$ cat config.mk
export PLATFORM = sky130hd
export DESIGN_NAME = pio_strobe_seq
export DESIGN_NICKNAME = d
export VERILOG_FILES = /design/src/rtl/pio_seq_pkg.sv /design/src/rtl/pio_phase_timer.sv /design/src/rtl/pio_xact_latch.sv /design/src/rtl/pio_bus_drive.sv /design/src/rtl/pio_strobe_seq.sv
export SDC_FILE = /design/constraint.sdc
export NUM_CORES = 1
export LEC_CHECK = 0
export BUFFER_PORTS_ARGS = -buffer_cell sky130_fd_sc_hd__buf_2
export CAP_MARGIN = 20
export CORE_MARGIN = 3
export CORE_UTILIZATION = 49
export CTS_CLUSTER_DIAMETER = 100
export CTS_CLUSTER_SIZE = 30
export DETAILED_ROUTE_END_ITERATION = 12
export PLACE_DENSITY = 0.79
export SLEW_MARGIN = 5
export SYNTH_ARGS = -nofsm -noshare
export SYNTH_HDL_FRONTEND = slang
export SYNTH_SLANG_ARGS = --single-unit
export TNS_END_PERCENT = 5
$ cat constraint.sdc
create_clock -name clk -period 2.1 [get_ports clk]
set_clock_uncertainty 0.1 [all_clocks]
set_input_delay 0.105 -clock clk [delete_from_list [all_inputs] [get_ports clk]]
set_output_delay 0.105 -clock clk [all_outputs]
set_load 0.1 [all_outputs]
$ cat src/rtl/pio_seq_pkg.sv
package pio_seq_pkg;
  typedef enum logic [2:0] {
    ST_IDLE  = 3'd0,
    ST_WACK  = 3'd1,
    ST_STRB  = 3'd2,
    ST_RECOV = 3'd3,
    ST_RACK  = 3'd4,
    ST_WREL  = 3'd5
  } seq_state_t;
endpackage

$ cat src/rtl/pio_phase_timer.sv
module pio_phase_timer #(
  parameter int STROBE_CYC = 32,
  parameter int RECOV_CYC  = 32,
  localparam int CMAX = (STROBE_CYC > RECOV_CYC) ? STROBE_CYC : RECOV_CYC,
  localparam int CW   = (CMAX > 1) ? $clog2(CMAX) : 1
) (
  input  logic clk,
  input  logic rst_n,
  input  logic clr,
  input  logic en,
  input  logic sel_recov,
  output logic done
);
  localparam logic [CW-1:0] LIM_S = CW'(STROBE_CYC - 1);
  localparam logic [CW-1:0] LIM_R = CW'(RECOV_CYC - 1);

  logic [CW-1:0] cnt_q, cnt_d;

  always_comb begin
    cnt_d = cnt_q;
    if (clr)     cnt_d = '0;
    else if (en) cnt_d = cnt_q + 1'b1;
  end

  always_ff @(posedge clk or negedge rst_n) begin
    if (!rst_n) cnt_q <= '0;
    else        cnt_q <= cnt_d;
  end

  assign done = en && (cnt_q == (sel_recov ? LIM_R : LIM_S));


  cnt_bound_chk: assert property (@(posedge clk) disable iff (!rst_n)
    en |-> (cnt_q <= (sel_recov ? LIM_R : LIM_S)));
endmodule

$ cat src/rtl/pio_xact_latch.sv
module pio_xact_latch #(
  parameter int AW = 6,
  parameter int DW = 8
) (
  input  logic          clk,
  input  logic          rst_n,
  input  logic          load,
  input  logic          wr_in,
  input  logic [AW-1:0] bank_in,
  input  logic [DW-1:0] wdata_in,
  input  logic          cap,
  input  logic [DW-1:0] din,
  output logic          wr_q,
  output logic [AW-1:0] bank_q,
  output logic [DW-1:0] wdata_q,
  output logic [DW-1:0] rdata_q
);
  always_ff @(posedge clk or negedge rst_n) begin
    if (!rst_n) begin
      wr_q    <= 1'b0;
      bank_q  <= '0;
      wdata_q <= '0;
    end else if (load) begin
      wr_q    <= wr_in;
      bank_q  <= bank_in;
      wdata_q <= wdata_in;
    end
  end

  always_ff @(posedge clk or negedge rst_n) begin
    if (!rst_n)   rdata_q <= '0;
    else if (cap) rdata_q <= din;
  end


  bank_hold_chk: assert property (@(posedge clk) disable iff (!rst_n)
    !load |=> $stable(bank_q));
endmodule

$ cat src/rtl/pio_bus_drive.sv
module pio_bus_drive #(
  parameter int AW = 6,
  parameter int DW = 8
) (
  input  logic          strobe_act,
  input  logic          wr_q,
  input  logic [AW-1:0] bank_q,
  input  logic [DW-1:0] wdata_q,
  output logic [AW-1:0] io_addr,
  output logic          io_rd_n,
  output logic          io_wr_n,
  output logic [DW-1:0] io_dout,
  output logic          io_doe
);
  always_comb begin
    io_addr = bank_q;
    io_dout = wdata_q;
    io_wr_n = !(strobe_act && wr_q);
    io_rd_n = !(strobe_act && !wr_q);
    io_doe  = strobe_act && wr_q;
  end
endmodule

$ cat src/rtl/pio_strobe_seq.sv
module pio_strobe_seq
  import pio_seq_pkg::*;
#(
  parameter int AW         = 6,
  parameter int DW         = 8,
  parameter int STROBE_CYC = 32,
  parameter int RECOV_CYC  = 32
) (
  input  logic          clk,
  input  logic          rst_n,
  input  logic          req_valid,
  input  logic          req_write,
  input  logic [AW-1:0] req_bank,
  input  logic [DW-1:0] req_wdata,
  output logic          ack,
  output logic [DW-1:0] rdata,
  output logic [AW-1:0] io_addr,
  output logic          io_rd_n,
  output logic          io_wr_n,
  output logic [DW-1:0] io_dout,
  output logic          io_doe,
  input  logic [DW-1:0] io_din
);
  seq_state_t state_q, state_d;
  logic ack_q, ack_d, ack_set;
  logic load, cap, tmr_done, tmr_en;
  logic wr_q;
  logic [AW-1:0] bank_q;
  logic [DW-1:0] wdata_q;

  assign tmr_en = (state_q == ST_STRB) || (state_q == ST_RECOV);

  always_comb begin
    state_d = state_q;
    load    = 1'b0;
    cap     = 1'b0;
    ack_set = 1'b0;
    unique case (state_q)
      ST_IDLE: begin
        if (req_valid && !ack_q) begin
          load    = 1'b1;
          state_d = req_write ? ST_WACK : ST_STRB;
        end
      end
      ST_WACK: begin
        ack_set = 1'b1;
        state_d = ST_STRB;
      end
      ST_STRB: begin
        if (tmr_done) begin
          cap     = !wr_q;
          state_d = wr_q ? ST_RECOV : ST_RACK;
        end
      end
      ST_RACK: begin
        ack_set = 1'b1;
        state_d = ST_RECOV;
      end
      ST_RECOV: begin
        if (tmr_done) state_d = (ack_q && req_valid) ? ST_WREL : ST_IDLE;
      end
      ST_WREL: begin
        if (!req_valid) state_d = ST_IDLE;
      end
      default: state_d = ST_IDLE;
    endcase
  end

  always_comb begin
    ack_d = ack_q;
    if (!req_valid)   ack_d = 1'b0;
    else if (ack_set) ack_d = 1'b1;
  end

  always_ff @(posedge clk or negedge rst_n) begin
    if (!rst_n) begin
      state_q <= ST_IDLE;
      ack_q   <= 1'b0;
    end else begin
      state_q <= state_d;
      ack_q   <= ack_d;
    end
  end

  assign ack = ack_q;

  pio_phase_timer #(.STROBE_CYC(STROBE_CYC), .RECOV_CYC(RECOV_CYC)) i_timer (
    .clk       (clk),
    .rst_n     (rst_n),
    .clr       (state_d != state_q),
    .en        (tmr_en),
    .sel_recov (state_q == ST_RECOV),
    .done      (tmr_done)
  );

  pio_xact_latch #(.AW(AW), .DW(DW)) i_latch (
    .clk      (clk),
    .rst_n    (rst_n),
    .load     (load),
    .wr_in    (req_write),
    .bank_in  (req_bank),
    .wdata_in (req_wdata),
    .cap      (cap),
    .din      (io_din),
    .wr_q     (wr_q),
    .bank_q   (bank_q),
    .wdata_q  (wdata_q),
    .rdata_q  (rdata)
  );

  pio_bus_drive #(.AW(AW), .DW(DW)) i_drive (
    .strobe_act (state_q == ST_STRB),
    .wr_q       (wr_q),
    .bank_q     (bank_q),
    .wdata_q    (wdata_q),
    .io_addr    (io_addr),
    .io_rd_n    (io_rd_n),
    .io_wr_n    (io_wr_n),
    .io_dout    (io_dout),
    .io_doe     (io_doe)
  );


  strb_excl_chk: assert property (@(posedge clk) disable iff (!rst_n)
    io_rd_n || io_wr_n);

  doe_in_wr_chk: assert property (@(posedge clk) disable iff (!rst_n)
    io_doe |-> !io_wr_n);

  ack_rel_chk: assert property (@(posedge clk) disable iff (!rst_n)
    !req_valid |=> !ack);

  addr_stable_chk: assert property (@(posedge clk) disable iff (!rst_n)
    (!io_wr_n && $past(!io_wr_n)) |-> $stable(io_addr));

  ack_req_chk: assert property (@(posedge clk) disable iff (!rst_n)
    $rose(ack) |-> $past(req_valid));

  no_strb_recov_chk: assert property (@(posedge clk) disable iff (!rst_n)
    ($rose(!io_rd_n) || $rose(!io_wr_n)) |-> $past(state_q == ST_IDLE || state_q == ST_WACK));
endmodule

==> results.tsv <==
stage	metric	value	unit
synth	ys_seq_area_frac	0.545	
global_routing	grt_pass1_vias	1272	
placed_design	routabilityCongestion	0.923	
sta	grt_setup_unrepaired	true	
synth	syn-num-nets	143	
synth	syn_area_per_cell	12.8	um2
floorplan	top_level_ports	52	
synth	yosysTopAreaCell	dfrtp_1	
finish	nets	227	
finish	drive_gt1_frac	0.470	
routing	initialDrtViolationCount	83	
sta	hold_viol_final	0	
status	status	finished clean	
cts	numCtsBuffers	5	
cts	cts_tree	built	
cts	path_clk_slew	0.10	ns
synth	ys_ff_latch	32	
sta	fin_crit	1.98	ns
cts	clock_path_buffers	2	
synth	synth_cell_type_count	36	
sta	whs	0.253	ns
finish	multi_input_area	646	um2
global_routing	grt_antenna_before_repair	0	
routing	wire_per_inst	14.2	um
sta	worst_pin_slew	0.678	ns
worst_setup_path	crit_type	flip-flop to flip-flop	
routing	drc	0	
floorplan	die_area	3690	um2
job	drv_cap	0	
synth	synth_top_area_frac	0.545	
floorplan	die_h	60.8	um
worst_setup_path	critPathArrivalTime	2.11	ns
routing	vias_per_cell	5.19	
worst_setup_path	setup.worst_path.start_class	flip-flop	
routing	drt-total-wl	3.28	mm
power_and_ir_drop	cellPowerDensity	1350	nW/um2
synth	synthCells	115	
power_and_ir_drop	leakagePower	0.00100	uW
global_routing	grt_start_max_net_pins	33	
worst_setup_path	crit_fanout	5	
placed_design	placed_area	1790	um2
routing	ant_nets	0	
synth	synthTopCellsByArea	dfrtp_1, mux2_2, a21oi_1	
sta	tns	0	ns
finish	seq_area	801	um2
finish	design_area	2100	um2
global_routing	grtUsageTotal	0.213	
sta	min_period_over_period	0.944	
placed_design	dp_hpwl	2.26	mm
routing	vias	1200	
power_and_ir_drop	vdd_ir_drop_max	878	uV
global_routing	grt_overflow	0	
floorplan	core	2810	um2
synth	ys_warn_count	0	
finish	syn2layout_area_growth	43.1	%
worst_setup_path	required	2.23	ns
sta	fmax	504	MHz
cts	cts_sinks	32	
sta	slew_viol_final	0	
worst_setup_path	startpoint	i_timer.cnt_q[0]	
floorplan	fp.dieW	60.8	um
cts	htree_levels	2	
routing	dr.pass1.iters	3	
worst_setup_path	r2r_start	i_timer.cnt_q[0]	
cts	clock_latency	0.31	ns
cts	root_buffer	clkbuf_4	
finish	fill_cells	191	
synth	synth_area	1470	um2
floorplan	initial_core_util	0.524	
global_routing	grt_pass1_wl	5.66	mm
cts	cts_setup_buffers	0	
sta	slew_headroom	0.548	
power_and_ir_drop	power	2850	uW
min_path	min_path_type	input port to async pin	
finish	diodes	0	
placed_design	portBuffers	51	
sta	finalSetupViolations	0	
floorplan	rows	19	
worst_setup_path	cp-end-kind	flip-flop	
## critical path, cell delays in order (launching register included)
cell     delay (ns)
dfrtp_1        0.42
ha_1           0.22
and3_1         0.18
ha_1           0.19
buf_4          0.14
nor3b_1        0.17
a221o_1        0.15
a22oi_2        0.12
nor3_1         0.21
## Yosys cell counts
library cell,instances
buf_6,1
and2_1,2
o21a_1,1
a32o_1,1
nor4b_4,1
o21bai_1,1
nand3_1,3
nor3_1,5
a211oi_1,1
and3_1,1
o211ai_1,2
mux2_2,22
ha_1,2
mux2i_1,2
a221oi_1,1
nand2b_1,2
nor2b_1,2
o221ai_1,1
nand4_1,1
or2b_1,1
or2_4,1
or2_2,1
nor4bb_1,1
xnor2_1,1
buf_1,1
nor2_1,2
nand2_1,2
a221o_1,1
nor3b_1,2
buf_2,2
a22oi_2,1
xor2_1,2
o21ai_0,4
inv_1,3
dfrtp_1,32
a21oi_1,6
## report_power, final
part	switching [uW]	internal (uW)	total, uW
Sequential	107	777	884
Combinational	1260	358	1610
Clock	191	159	350
Total	1550	1290	2850
## layout by cell type, fill, tap and decap left out, drive strengths merged, types with 3 or more instances in the layout
cell         count
nand3            3
mux2            22
nor3             5
dlygate4sd3     25
o21ai            4
a21oi            6
clkbuf           6
buf             56
dfrtp           32
## cell families after synthesis
kind of cell / share of synthesized area
compound gates: 0.0936
xor+xnor: 0.0179
fa+ha+maj: 0.0170
buf+inv: 0.0247
flops: 0.545
mux: 0.182
simple gates: 0.120
## final cells by class
class                      count  share of cell area
sequential                    32               0.380
multi-input combinational     76               0.307
timing repair buffer          81               0.258
clock buffer                   6              0.0244
tap                           31              0.0184
inverter                       3             0.00713
clock inverter                 2             0.00476
## flip-flops by register name (all words and copies together), names as in the netlist
register and count:
state_q 3, i_timer.cnt_q 5, i_latch.bank_q 6, i_latch.wr_q 1, i_latch.rdata_q 8, ack 1
i_latch.wdata_q 8
## path summary, 6_finish.rpt
path	to	slack, ns	cells past startpoint
max	i_timer.cnt_q[3]	0.12	8
min	state_q[2]	0.25	2
max reg2reg	i_timer.cnt_q[3]	0.12	8
min reg2reg	i_latch.wdata_q[1]	0.41	1
max in group asynchronous	i_latch.wdata_q[5]	1.21	2
min in group clk	i_latch.wdata_q[1]	0.41	1
## through the flow
| stage | worst slack (ns) | util | instances |
|---|---|---|---|
| 2_1_floorplan | -0.0151 | - | 115 |
| 3_3_place_gp | 0.0924 | 0.636 | 198 |
| 5_1_grt | -0.0596 | 0.750 | 231 |
| 3_5_place_dp | 0.00543 | 0.636 | 198 |
| 6_report | 0.118 | 0.750 | 231 |
| 4_1_cts | 0.0227 | 0.749 | 231 |
## per-layer routing
layer | up-vias | track usage | part of all wire
li1 | 588 | - | -
met2 | 31 | 0.371 | 0.55
met1 | 577 | 0.247 | 0.39
met3 | 4 | 0.0596 | 0.047
met4 | 0 | 0.0867 | 0.012
met5 | - | 0 | 0
## what timing repair did
item	CTS	global route
hold endpoints to repair	56	0
hold buffers	25	0
setup endpoints to repair	3	7
pin swaps	0	1
gates resized for setup	1	1
(Power assumes the default switching activity.)
